File: config.mk
export PLATFORM = sky130hd
export DESIGN_NAME = pulse_spreader
export DESIGN_NICKNAME = d
export VERILOG_FILES = /design/src/rtl/ps_pkg.sv /design/src/rtl/ps_slot_timer.sv /design/src/rtl/ps_bit_fifo.sv /design/src/rtl/ps_pulse_level.sv /design/src/rtl/pulse_spreader.sv
export SDC_FILE = /design/constraint.sdc
export NUM_CORES = 1
export LEC_CHECK = 0
export ABC_AREA = 1
export ABC_CLOCK_PERIOD_IN_PS = 3700
export CORE_ASPECT_RATIO = 1.25
export CORE_MARGIN = 4
export CORE_UTILIZATION = 45
export CTS_CLUSTER_DIAMETER = 40
export CTS_CLUSTER_SIZE = 28
export DETAILED_ROUTE_END_ITERATION = 10
export PLACE_DENSITY = 0.69
export SKIP_LAST_GASP = 1
export SLEW_MARGIN = 20
export SYNTH_ARGS = -nofsm -noshare
export SYNTH_HDL_FRONTEND = slang
export SYNTH_SLANG_ARGS = --single-unit
export TNS_END_PERCENT = 100
File: constraint.sdc
create_clock -name clk -period 3.7 [get_ports clk]
set_input_delay 0.74 -clock clk [delete_from_list [all_inputs] [get_ports clk]]
set_output_delay 0.74 -clock clk [all_outputs]
set_load 0.01 [all_outputs]
File: src/rtl/ps_pkg.sv
package ps_pkg;
    localparam int NUM_CH = 2;
    localparam int CH_V   = 0;
    localparam int CH_W   = 1;

    typedef enum logic {
        LVL_IDLE   = 1'b0,
        LVL_ACTIVE = 1'b1
    } level_e;
endpackage

File: src/rtl/ps_slot_timer.sv
module ps_slot_timer #(
    parameter int IVL_W = 8,
    parameter int MW_W  = 8,
    parameter int UNIT  = 4,
    parameter int CNT_W = 11,
    parameter int LIM_W = 20
) (
    input  logic             clk,
    input  logic             rst_n,
    input  logic             tick,
    input  logic             frame_start,
    input  logic [IVL_W-1:0] cfg_interval,
    input  logic [MW_W-1:0]  cfg_maxwidth,
    input  logic             cfg_invert,
    output logic             bypass,
    output logic             slot,
    output logic             lim_en,
    output logic [LIM_W-1:0] limit,
    output logic             invert
);
    typedef struct packed {
        logic [IVL_W-1:0] ivl;
        logic [MW_W-1:0]  mw;
        logic             inv;
        logic [CNT_W-1:0] cnt;
        logic [LIM_W-1:0] lim;
    } tmr_st_t;

    tmr_st_t q, d;
    logic    slot_d;

    always_comb begin
        d      = q;
        slot_d = 1'b0;
        if (frame_start) begin
            // capture a fresh configuration snapshot and restart the spacing
            d.ivl = cfg_interval;
            d.mw  = cfg_maxwidth;
            d.inv = cfg_invert;
            d.cnt = CNT_W'(cfg_interval) * CNT_W'(UNIT);
            d.lim = LIM_W'({cfg_maxwidth, 1'b1}) * LIM_W'(cfg_interval) * LIM_W'(UNIT);
        end else if ((q.ivl != '0) && tick) begin
            if (q.cnt == CNT_W'(1)) begin
                slot_d = 1'b1;
                d.cnt  = CNT_W'(q.ivl) * CNT_W'(UNIT);
            end else begin
                d.cnt = q.cnt - CNT_W'(1);
            end
        end
    end

    always_ff @(posedge clk or negedge rst_n) begin
        if (!rst_n) begin
            q.ivl <= '0;
            q.mw  <= '1;
            q.inv <= 1'b0;
            q.cnt <= '0;
            q.lim <= '0;
        end else begin
            q <= d;
        end
    end

    assign slot   = slot_d;
    assign bypass = (q.ivl == '0);
    assign lim_en = (q.ivl != '0) && (q.mw != '1);
    assign limit  = q.lim;
    assign invert = q.inv;
endmodule

File: src/rtl/ps_bit_fifo.sv
module ps_bit_fifo #(
    parameter int DEPTH = 8
) (
    input  logic clk,
    input  logic rst_n,
    input  logic clear,
    input  logic push,
    input  logic din,
    input  logic pop,
    output logic dout,
    output logic empty,
    output logic full
);
    localparam int CW = $clog2(DEPTH + 1);

    typedef struct packed {
        logic [DEPTH-1:0] mem;
        logic [CW-1:0]    cnt;
    } fifo_st_t;

    fifo_st_t      q, d;
    logic [CW-1:0] fill;

    always_comb begin
        d    = q;
        fill = clear ? '0 : q.cnt;
        // entry 0 is the head; a pop shifts the rest down by one
        if (!clear && pop && (q.cnt != '0)) begin
            d.mem = q.mem >> 1;
            fill  = q.cnt - CW'(1);
        end
        if (push && (clear || (q.cnt != CW'(DEPTH)))) begin
            for (int i = 0; i < DEPTH; i++) begin
                if (CW'(i) == fill) begin
                    d.mem[i] = din;
                end
            end
            fill = fill + CW'(1);
        end
        d.cnt = fill;
    end

    always_ff @(posedge clk or negedge rst_n) begin
        if (!rst_n) begin
            q <= '0;
        end else begin
            q <= d;
        end
    end

    assign dout  = q.mem[0];
    assign empty = (q.cnt == '0);
    assign full  = (q.cnt == CW'(DEPTH));
endmodule

File: src/rtl/ps_pulse_level.sv
module ps_pulse_level
    import ps_pkg::*;
#(
    parameter int LIM_W = 20
) (
    input  logic             clk,
    input  logic             rst_n,
    input  logic             tick,
    input  logic             bypass,
    input  logic             wr,
    input  logic             wr_bit,
    input  logic             slot,
    input  logic             fifo_empty,
    input  logic             fifo_bit,
    input  logic             lim_en,
    input  logic [LIM_W-1:0] limit,
    input  logic             invert,
    output logic             pin
);
    typedef struct packed {
        level_e           lvl;
        logic [LIM_W-1:0] wcnt;
    } lvl_st_t;

    lvl_st_t q, d;

    always_comb begin
        d = q;
        if (bypass) begin
            if (wr) begin
                d.lvl  = level_e'(wr_bit);
                d.wcnt = '0;
            end
        end else if (slot && !fifo_empty) begin
            d.lvl  = level_e'(fifo_bit);
            d.wcnt = '0;
        end else if ((q.lvl == LVL_ACTIVE) && lim_en && tick) begin
            if ((q.wcnt + LIM_W'(1)) >= limit) begin
                d.lvl  = LVL_IDLE;
                d.wcnt = '0;
            end else begin
                d.wcnt = q.wcnt + LIM_W'(1);
            end
        end
    end

    always_ff @(posedge clk or negedge rst_n) begin
        if (!rst_n) begin
            q.lvl  <= LVL_IDLE;
            q.wcnt <= '0;
        end else begin
            q <= d;
        end
    end

    assign pin = invert ? (q.lvl == LVL_ACTIVE) : (q.lvl != LVL_ACTIVE);
endmodule

File: src/rtl/pulse_spreader.sv
module pulse_spreader
    import ps_pkg::*;
#(
    parameter int IVL_W = 8,
    parameter int MW_W  = 8,
    parameter int UNIT  = 4,
    parameter int DEPTH = 8
) (
    input  logic             clk,
    input  logic             rst_n,
    input  logic             ce_tick,
    input  logic             frame_start,
    input  logic             upd_wr,
    input  logic             upd_v,
    input  logic             upd_w,
    input  logic [IVL_W-1:0] cfg_interval,
    input  logic [MW_W-1:0]  cfg_maxwidth,
    input  logic             cfg_invert,
    output logic             pulse_v_o,
    output logic             pulse_w_o,
    output logic             fifo_ovf_o
);
    localparam int CNT_W = IVL_W + $clog2(UNIT) + 1;
    localparam int LIM_W = MW_W + 1 + IVL_W + $clog2(UNIT) + 1;

    typedef struct packed {
        logic ovf;
    } top_st_t;

    logic             bypass;
    logic             slot;
    logic             lim_en;
    logic [LIM_W-1:0] limit;
    logic             invert;
    logic             push;
    logic [NUM_CH-1:0] upd_bits;
    logic [NUM_CH-1:0] head;
    logic [NUM_CH-1:0] empty;
    logic [NUM_CH-1:0] full;
    logic [NUM_CH-1:0] pins;
    top_st_t          q, d;

    assign upd_bits[CH_V] = upd_v;
    assign upd_bits[CH_W] = upd_w;
    assign push           = upd_wr && !bypass;

    ps_slot_timer #(
        .IVL_W(IVL_W), .MW_W(MW_W), .UNIT(UNIT), .CNT_W(CNT_W), .LIM_W(LIM_W)
    ) u_timer (
        .clk         (clk),
        .rst_n       (rst_n),
        .tick        (ce_tick),
        .frame_start (frame_start),
        .cfg_interval(cfg_interval),
        .cfg_maxwidth(cfg_maxwidth),
        .cfg_invert  (cfg_invert),
        .bypass      (bypass),
        .slot        (slot),
        .lim_en      (lim_en),
        .limit       (limit),
        .invert      (invert)
    );

    for (genvar c = 0; c < NUM_CH; c++) begin : g_ch
        ps_bit_fifo #(.DEPTH(DEPTH)) u_fifo (
            .clk  (clk),
            .rst_n(rst_n),
            .clear(frame_start),
            .push (push),
            .din  (upd_bits[c]),
            .pop  (slot),
            .dout (head[c]),
            .empty(empty[c]),
            .full (full[c])
        );

        ps_pulse_level #(.LIM_W(LIM_W)) u_level (
            .clk       (clk),
            .rst_n     (rst_n),
            .tick      (ce_tick),
            .bypass    (bypass),
            .wr        (upd_wr),
            .wr_bit    (upd_bits[c]),
            .slot      (slot),
            .fifo_empty(empty[c]),
            .fifo_bit  (head[c]),
            .lim_en    (lim_en),
            .limit     (limit),
            .invert    (invert),
            .pin       (pins[c])
        );
    end

    always_comb begin
        d = q;
        if (frame_start) begin
            d.ovf = 1'b0;
        end else if (push && (|full)) begin
            d.ovf = 1'b1;
        end
    end

    always_ff @(posedge clk or negedge rst_n) begin
        if (!rst_n) begin
            q <= '0;
        end else begin
            q <= d;
        end
    end

    assign pulse_v_o  = pins[CH_V];
    assign pulse_w_o  = pins[CH_W];
    assign fifo_ovf_o = q.ovf;
endmodule

## After elaboration in Yosys (flattened, before gate mapping)

Index checks and enable logic that the tools add are counted.

- Bits in registers: 112
- Input port bits: 24
- Output and inout bits: 3
- Word-level logic and storage cells: 135

- Add/sub/neg operators: 7
- Multiply operators: 1
- Magnitude comparators: 2
- Eq/ne operators: 21
- Multiplexer cells: 48
- Bitwise logic cells: 2
- Reductions and logical operators: 40

Operators by type and width:

| operator | count |
|---|---|
| $mux W21 | 8 |
| $add A20 B1 Y20 const B | 2 |
| $ge A20 B19 Y1 | 2 |
| $mux W20 | 2 |
| $mux W11 | 3 |
| $eq A3 B4 Y1 const A | 8 |
| $mux W8 | 4 |
| $mux W1 | 25 |
| $mux W4 | 6 |
| $mul A9 B8 Y17 | 1 |
| $eq A2 B4 Y1 const A | 4 |
| $logic_not A4 Y1 | 4 |
| $logic_and A1 B1 Y1 | 15 |
| $reduce_bool A3 Y1 | 4 |
| $eq A11 B1 Y1 const B | 1 |
| $sub A11 B1 Y11 const B | 1 |
| $add A4 B1 Y4 const B | 2 |
| $eq A1 B4 Y1 const A | 2 |
| $eq A4 B4 Y1 const B | 2 |
| $logic_not A8 Y1 | 1 |
| $ne A4 B4 Y1 const B | 2 |
| $ne A8 B8 Y1 const B | 1 |
| $reduce_bool A4 Y1 | 2 |
| $reduce_bool A8 Y1 | 1 |
| other kinds (9) | 18 |

## Depth between registers and ports, before layout

Gate-level depths: netlist (run 1).

- Depth in word-level cells: 10
- Mapped depth: 24
- Mapped depth without buffers: 23

## Cells and area by module

A second synthesis (run 1) with hierarchy kept.

- Cells, all modules: 1,560
- Area total of the unflattened synthesis: 10,983.0 sq um

By module, submodules not included:

| module | times used | cells an instance | area each (sq um) | sequential area each (sq um) |
|---|---|---|---|---|
| ps_slot_timer | 1 | 694 | 4,951.0 | 1,111.1 |
| ps_pulse_level | 2 | 293 | 1,996.9 | 525.5 |
| ps_bit_fifo (g_ch[0].u_fifo) | 1 | 140 | 1,021.0 | 300.3 |
| ps_bit_fifo (g_ch[1].u_fifo) | 1 | 131 | 954.7 | 300.3 |
| pulse_spreader | 1 | 9 | 62.6 | 25.0 |

## Worst setup path after synthesis (run 1)

Ideal clock, no wire load.

- Path kind: input -> register
- From: input cfg_interval[6]
- To: register u_timer.q (netlist bit u_timer.limit[18])
- Library setup time: 0.134 ns
- Data arrival time: 4.413 ns
- Data required time: 3.566 ns
- Slack: -0.846 ns
- Cell stages on the path: 21
- Path buffers: 1
- Path through: clkbuf_1 -> nand2_1 -> inv_1 -> fa_1 -> inv_1 -> fa_1 -> inv_1 -> fa_1 -> inv_1 -> fa_1 -> inv_1 -> ha_1 -> nand2_1 -> nand2_1 -> nor2_1 -> inv_1 -> nand3_1 -> nand2_1 -> or2_2 -> nand3_1 -> o21ai_0

- Longest elaborated chain between the ends: 1

Ends and longest elaborated chain:

| element | RTL line | RTL |
|---|---|---|
| start: declaration | pulse_spreader.sv:16 | `input logic [IVL_W-1:0] cfg_interval,` |
| $mul A9 B8 Y17 | ps_slot_timer.sv:41 | `d.lim = LIM_W'({cfg_maxwidth, 1'b1}) * LIM_W'(cfg_interval) * LIM_W'(UNIT);` |
| end: declaration | ps_slot_timer.sv:29 | `tmr_st_t q, d;` |

Every way passes these cells.
A chain may end at the register's enable or synchronous reset.

## Final worst setup path (run 1)

- From: input cfg_interval[2]
- To: register u_timer.q (netlist bit u_timer.limit[18])

Same word-level chain as after synthesis.

==> results.json, run 1 <==
{
  "status": "finished, violations left",
  "failed_checks": "negative setup slack",
  "synth_cell_type_count": 49,
  "drv_slew": 0,
  "diodes": 0,
  "die_w_um": 139,
  "grt_pass1_wl_um": 38200,
  "yosysTopAreaCellShare_pct": 26.7,
  "tritoncts": "yes",
  "clock-root-buffer": "clkbuf_16",
  "cts_max_path_buffers": 2,
  "slew_headroom_pct": 61.0,
  "fill_cells": 2038,
  "crit-reg2reg-capture": "g_ch[1].u_level.q[16]$_DFFE_PN0P_",
  "numClockSinks": 111,
  "yosysWarnings": 0,
  "drv_cap": 0,
  "synth_fa_ha_area_share_pct": 19.8,
  "power_density_nw_per_um2": 478,
  "hold_class": "input pin to asynchronous set/reset pin",
  "clock_latency_ns": 0.37,
  "grtUsageTotal_pct": 19.1,
  "cp-end-kind": "flop",
  "synth.net_count": 1495,
  "wl_per_cell_um": 13.0,
  "avgViaCountPerCell": 4.90,
  "r2r_setup_slack_ns": 0.48,
  "p_sw_share_pct": 40.0,
  "yosysTopAreaCell": "dfrtp_1",
  "fin_nets": 1575,
  "routed_wl_um": 22200,
  "rr_startpoint": "g_ch[1].u_level.q[0]$_DFFE_PN0P_",
  "p_leak_nw": 6.21,
  "synth_area_leaders": "dfrtp_1 27%, nand2_1 16%, ha_1 11%",
  "startpoint_type": "input pin",
  "place_hpwl_um": 16800,
  "dr.pass1.iters": 5,
  "coreArea_um2": 21000,
  "ir_drop_v": 0.000324,
  "gr-total-overflow": 0,
  "critical_path_class": "input pin to flop",
  "synthCells": 1343,
  "regArea_um2": 2790,
  "setup_violations": 9,
  "antenna_found_initial": 0,
  "power_mw": 5.45,
  "yosys.area_share.simple_pct": 26.3,
  "synth_top_family_by_area": "simple AND/OR/NAND/NOR gates",
  "row_count": 59,
  "multi_input_area_um2": 6040,
  "synth-xor-area-share_pct": 3.71,
  "final_util_pct": 54.4,
  "hold_buffers": 0,
  "reg2reg_depth": 22,
  "p_switching_mw": 2.18,
  "ys_seq_area_share_pct": 28.8,
  "finalHoldViolations": 0,
  "p_int_mw": 3.27,
  "ys_ff_latch": 111,
  "synth_flop_cell": "dfrtp_1",
  "fin_skew_ns": 0.0164,
  "drive_above_1_share_pct": 16.1,
  "synth_compound_gate_area_share_pct": 8.97,
  "clockPowerShare_pct": 17.9,
  "dieArea_um2": 23900,
  "area_delta_synth_final_pct": 17.9,
  "crit_arrival_ns": 4.26,
  "finalCritPeriodShare_pct": 109,
  "clk_pin_slew_worst_paths_ns": 0.07,
  "route.detailed.drc": 0,
  "power_frac_comb_pct": 54.5,
  "port_buffers": 26,
  "rsz0062_at_grt": "yes",
  "postRouteAntennaNets": 0,
  "drt-initial-drc-count": 346,
  "cp.required_ns": 3.93,
  "cts_buffers": 9,
  "min_period_ns": 4.03,
  "vias": 8347,
  "power.share.sequential_pct": 27.6,
  "muxShareOfSynthArea_pct": 0,
  "start_util_pct": 46.1,
  "gp_congestion": 0.891,
  "grt_pass1_vias": 8400,
  "syn_area_per_cell_um2": 7.20,
  "crit_path_max_fanout": 4,
  "synth_edf_count": 0,
  "grt_max_degree": 76,
  "h-tree-depth": 3,
  "synthArstFlopShare_pct": 100,
  "synth_area_um2": 9670,
  "die_y_um": 172,
  "fmax_ghz": 0.248,
  "io_pins": 27,
  "worst_slew_pin_slew_ns": 0.580,
  "final.setup.tns_ns": -2.08,
  "timing.final.ws_setup_ns": -0.325
}
==> flip-flops by register name, indices dropped and copies added (netlist names) <==
name and count:
fifo_ovf_o 1, u_timer.invert 1, u_timer.limit 16, u_timer.q 27, g_ch.u_fifo.q 22, g_ch.u_level.q 42, g_ch.u_fifo.dout 2
==> cells in the final DEF, fill, tap and decap left out, types with 8 or more instances in the layout <==
master,instances
nand2_1,394
clkbuf_16,9
nand4_1,13
nand2_2,17
o21ai_1,45
xor2_1,20
clkdlybuf4s50_1,8
nor2_1,71
nor2_4,8
xnor2_1,16
buf_6,16
nor3_1,13
dfrtp_1,103
inv_2,24
nand3_1,55
a21oi_1,24
buf_4,72
dfstp_2,8
fa_1,38
o21ai_0,46
inv_1,242
nor2_2,8
ha_1,77
ha_4,9
==> routing by layer <==
| layer | vias up | wire (um) | GRT usage, % |
|---|---|---|---|
| li1 | 4290 | - | - |
| met2 | 96 | 11300 | 35.0 |
| met1 | 3934 | 9980 | 23.6 |
| met3 | 27 | 514 | 1.94 |
| met4 | 0 | 444 | 6.43 |
| met5 | - | 0 | 0 |
==> synth_stat cells, drive strengths merged, types with 2 or more instances <==
master  number
o21bai       2
fa          42
xnor2       20
nand2      417
clkbuf      27
o211ai       5
nand4       13
a21oi       31
buf         12
xor2        21
a31oi        6
ha          86
o22ai        3
o31ai        2
inv        266
o21ai       95
nor2        87
or2          3
nor3        15
nand3b       2
nand3       62
dfrtp      103
nor4         2
dfstp        8
a21o         4
==> power groups by stage <==
stage	Sequential, mW	Clock [mW]	Combinational [mW]
finish	1.50	0.976	2.97
global route	1.53	1.04	3.35
floorplan	1.50	0	1.63
global placement	1.52	0	2.35
detailed placement	1.53	0	2.40
CTS	1.51	1.00	2.66
==> stage by stage <==
step / worst slack [ns] / instance area [um^2] / cells / hold WS (ns)
final: -0.325 / 11400 / 1702 / 0.350
after CTS: -0.314 / 11200 / 1697 / 0.364
after global routing: -0.491 / 11400 / 1702 / 0.392
after global placement: -1.18 / 10700 / 1674 / 0.453
after detailed placement: -1.24 / 10700 / 1674 / 0.457
after floorplan: -0.525 / 9930 / 1343 / 0.444
==> worst max-delay path, cell delays in order <==
cell and delay, ns:
buf_6 0.10, buf_6 0.12, buf_6 0.12, nand2_2 0.06
inv_2 0.03, fa_1 0.49, fa_1 0.43, fa_1 0.51
inv_1 0.05, fa_1 0.49, inv_2 0.05, ha_4 0.25
a21oi_4 0.18, o21ai_4 0.07, a21oi_1 0.12, nand2_1 0.09
or2_4 0.23, nand3_2 0.05, o21ai_1 0.06
==> layout make-up <==
class | count | area share, %
flip-flops and latches | 111 | 24.5
well taps | 274 | 3.01
multi-input cells | 926 | 53.0
inverters | 267 | 8.79
repair buffers | 108 | 8.23
clock buffers | 9 | 1.98
clock inverters | 7 | 0.560
==> worst max-delay path by stage <==
stage	start	endpoint	cells past startpoint
2_1_floorplan	cfg_maxwidth[5]	u_timer.limit[15]$_DFFE_PN0P_	18
6_report	cfg_interval[2]	u_timer.limit[18]$_DFFE_PN0P_	19
3_3_place_gp	cfg_interval[3]	u_timer.limit[18]$_DFFE_PN0P_	17
3_5_place_dp	cfg_interval[3]	u_timer.limit[18]$_DFFE_PN0P_	17
5_1_grt	cfg_maxwidth[6]	u_timer.limit[18]$_DFFE_PN0P_	19
4_1_cts	cfg_interval[2]	u_timer.limit[18]$_DFFE_PN0P_	19
==> repair_timing <==
action                                  in CTS  in global routing
pin swaps                                   44                 38
gates cloned                                 1                  0
resized for setup                           99                 64
endpoints found under the setup margin      12                 11
buffers inserted                             6                  6
==> logic make-up after synthesis <==
kind of cell    Yosys count
compound gates          155
buf+inv                 306
xor+xnor                 41
flops                   111
fa+ha+maj               128
simple gates            602
No activity file was read; power rests on OpenSTA's default activity.
==> inputs of run 2 (changes only) <==
--- a/config.mk
+++ b/config.mk
@@ -9,11 +9,11 @@
 export ABC_CLOCK_PERIOD_IN_PS = 3700
 export CORE_ASPECT_RATIO = 1.25
 export CORE_MARGIN = 4
-export CORE_UTILIZATION = 45
+export CORE_UTILIZATION = 55
 export CTS_CLUSTER_DIAMETER = 40
 export CTS_CLUSTER_SIZE = 28
 export DETAILED_ROUTE_END_ITERATION = 10
-export PLACE_DENSITY = 0.69
+export PLACE_DENSITY = 0.8
 export SKIP_LAST_GASP = 1
 export SLEW_MARGIN = 20
 export SYNTH_ARGS = -nofsm -noshare
==> run 2 against run 1 <==
  * The run still ends with negative setup slack left
  * Cell area rose by 0.14%
  * Global-route usage rose by 5.3 points
  * Register-to-register slack got worse by 0.05 ns
  * Routed wire length rose by 7.4%
  * Sequential cell count did not move
  * Critical endpoint is now u_timer.limit[17]$_DFFE_PN0P_
==> results.json, run 2 (synthesized netlist as in run 1, its figures left out) <==
{
  "fmax_ghz": 0.250,
  "coreArea_um2": 17000,
  "row_count": 53,
  "hold_buffers": 0,
  "start_util_pct": 56.7,
  "routed_wl_um": 23800,
  "crit_path_max_fanout": 6,
  "cp.required_ns": 3.93,
  "startpoint_type": "input pin",
  "finalHoldViolations": 0,
  "grt_pass1_vias": 8875,
  "setup_violations": 10,
  "min_period_ns": 4.00,
  "wl_per_cell_um": 14.5,
  "crit_arrival_ns": 4.22,
  "status": "finished, violations left",
  "drv_slew": 0,
  "slew_headroom_pct": 40.9,
  "fin_skew_ns": 0.0102,
  "fin_nets": 1570,
  "postRouteAntennaNets": 0,
  "gr-total-overflow": 0,
  "cts_max_path_buffers": 2,
  "largest_reg_flops": 42,
  "io_pins": 27,
  "dieArea_um2": 19800,
  "die_y_um": 156,
  "die_w_um": 127,
  "clock-root-buffer": "clkbuf_16",
  "final_common_cell": "nand2_1",
  "h-tree-depth": 3,
  "dr.pass1.iters": 6,
  "tritoncts": "yes",
  "route.detailed.drc": 0,
  "p_leak_nw": 6.20,
  "r2r_setup_slack_ns": 0.43,
  "grt_max_degree": 67,
  "antenna_found_initial": 0,
  "final_area_um2": 11400,
  "worst_slew_pin_slew_ns": 0.886,
  "critical_path_class": "input pin to flop",
  "top_register": "g_ch.u_level.q",
  "drv_cap": 0,
  "grt_pass1_wl_um": 40100,
  "grtUsageTotal_pct": 24.3,
  "drive_above_1_share_pct": 15.8,
  "cts_buffers": 9,
  "fin_hold_ws_ns": 0.466,
  "failed_checks": "negative setup slack",
  "largestRegisters": "g_ch.u_level.q: 42 flops, u_timer.q: 27 flops, g_ch.u_fifo.q: 22 flops",
  "gp_congestion": 0.898,
  "place_hpwl_um": 17200,
  "avgViaCountPerCell": 5.32,
  "clock_latency_ns": 0.36,
  "final_cell_mix": "394 x nand2_1, 239 x inv_1, 103 x dfrtp_1, 74 x ha_1",
  "place_area_um2": 10700,
  "diodes": 0,
  "cp-end-kind": "flop",
  "rsz0062_at_grt": "yes",
  "finalCritPeriodShare_pct": 108,
  "hold_class": "flop to flop",
  "vias": 8748,
  "ir_drop_v": 0.000365,
  "power_density_nw_per_um2": 503,
  "area_delta_synth_final_pct": 18.1,
  "numClockSinks": 111,
  "timing.final.ws_setup_ns": -0.297,
  "port_buffers": 26,
  "clk_pin_slew_worst_paths_ns": 0.07,
  "drt-initial-drc-count": 673
}
-- run 2: cell count changes in the layout (fill, tap and decap cells not counted), sizes merged --
| cell | delta |
|---|---|
| dlymetal6s2s | -1 |
| clkdlybuf4s50 | +1 |
| clkinv | -3 |
| clkdlybuf4s15 | +1 |
| buf | -7 |
| inv | -2 |
| bufinv | +4 |
| clkbuf | +2 |
-- run 2: area by class of cell --
| class | count | area, um^2 |
|---|---|---|
| Multi-Input combinational cell | 926 | 6070 |
| Fill cell | 1319 | 5630 |
| Sequential cell | 111 | 2790 |
| Inverter | 267 | 1000 |
| Timing Repair Buffer | 103 | 920 |
| Tap cell | 220 | 275 |
| Clock buffer | 10 | 229 |
| Clock inverter | 6 | 138 |
-- run 2: path summary, 6_finish.rpt --
check,from,end,cells past startpoint
max in group asynchronous,rst_n,u_timer.q[36]$_DFFE_PN1P_,2
worst min register to register,u_timer.q[37]$_DFFE_PN1P_,u_timer.q[37]$_DFFE_PN1P_,2
worst max-delay path,cfg_maxwidth[5],u_timer.limit[17]$_DFFE_PN0P_,18
worst min-delay path,u_timer.q[37]$_DFFE_PN1P_,u_timer.q[37]$_DFFE_PN1P_,2
worst max register to register,g_ch[1].u_level.q[0]$_DFFE_PN0P_,g_ch[1].u_level.q[20]$_DFFE_PN0P_,24
min in group asynchronous,rst_n,g_ch[0].u_level.q[5]$_DFFE_PN0P_,1
-- run 2: critical path, stage by stage --
cell and delay [ns]:
clkbuf_4 0.15, buf_4 0.15, nand2_1 0.06, inv_1 0.05, fa_1 0.55, inv_2 0.05, fa_1 0.54, inv_1 0.05
fa_1 0.53, ha_4 0.22, ha_4 0.32, nand2_4 0.07, nor3_4 0.20, nand4_1 0.18, nand3_1 0.13, nand2_1 0.06
nand3_1 0.07, o21ai_0 0.08
-- run 2: what timing repair did --
item / CTS / global route
endpoints found under the setup margin: 12 / 11
hold endpoints to repair: 0 / 0
cloned: 2 / 0
setup buffers: 5 / 4
pin swaps: 35 / 48
gates resized for setup: 98 / 65
-- run 2: power breakdown --
group,switching [mW],internal (mW)
Combinational,1.65,1.37
Clock,0.479,0.737
Sequential,0.103,1.40
Total,2.23,3.51
-- run 2: metrics by stage --
step,instances,util (%),power [mW],TNS (ns),worst slack (ns)
after floorplan,1343,-,3.13,-3.45,-0.525
after global placement,1616,62.5,3.82,-11.45,-1.11
after detailed placement,1616,62.5,3.92,-12.61,-1.22
after CTS,1639,65.6,5.33,-2.49,-0.364
after global routing,1643,67.0,6.13,-3.57,-0.456
final,1643,67.0,5.74,-2.25,-0.297
-- run 2: layer usage --
metal  up-vias  track usage [%]  part of all wire, %
li1       4276                -                    -
met1      4162             30.3                   41
met2       241             43.0                   51
met3        69             2.46                  3.8
met4         0             10.6                  4.0
met5         -                0                    0
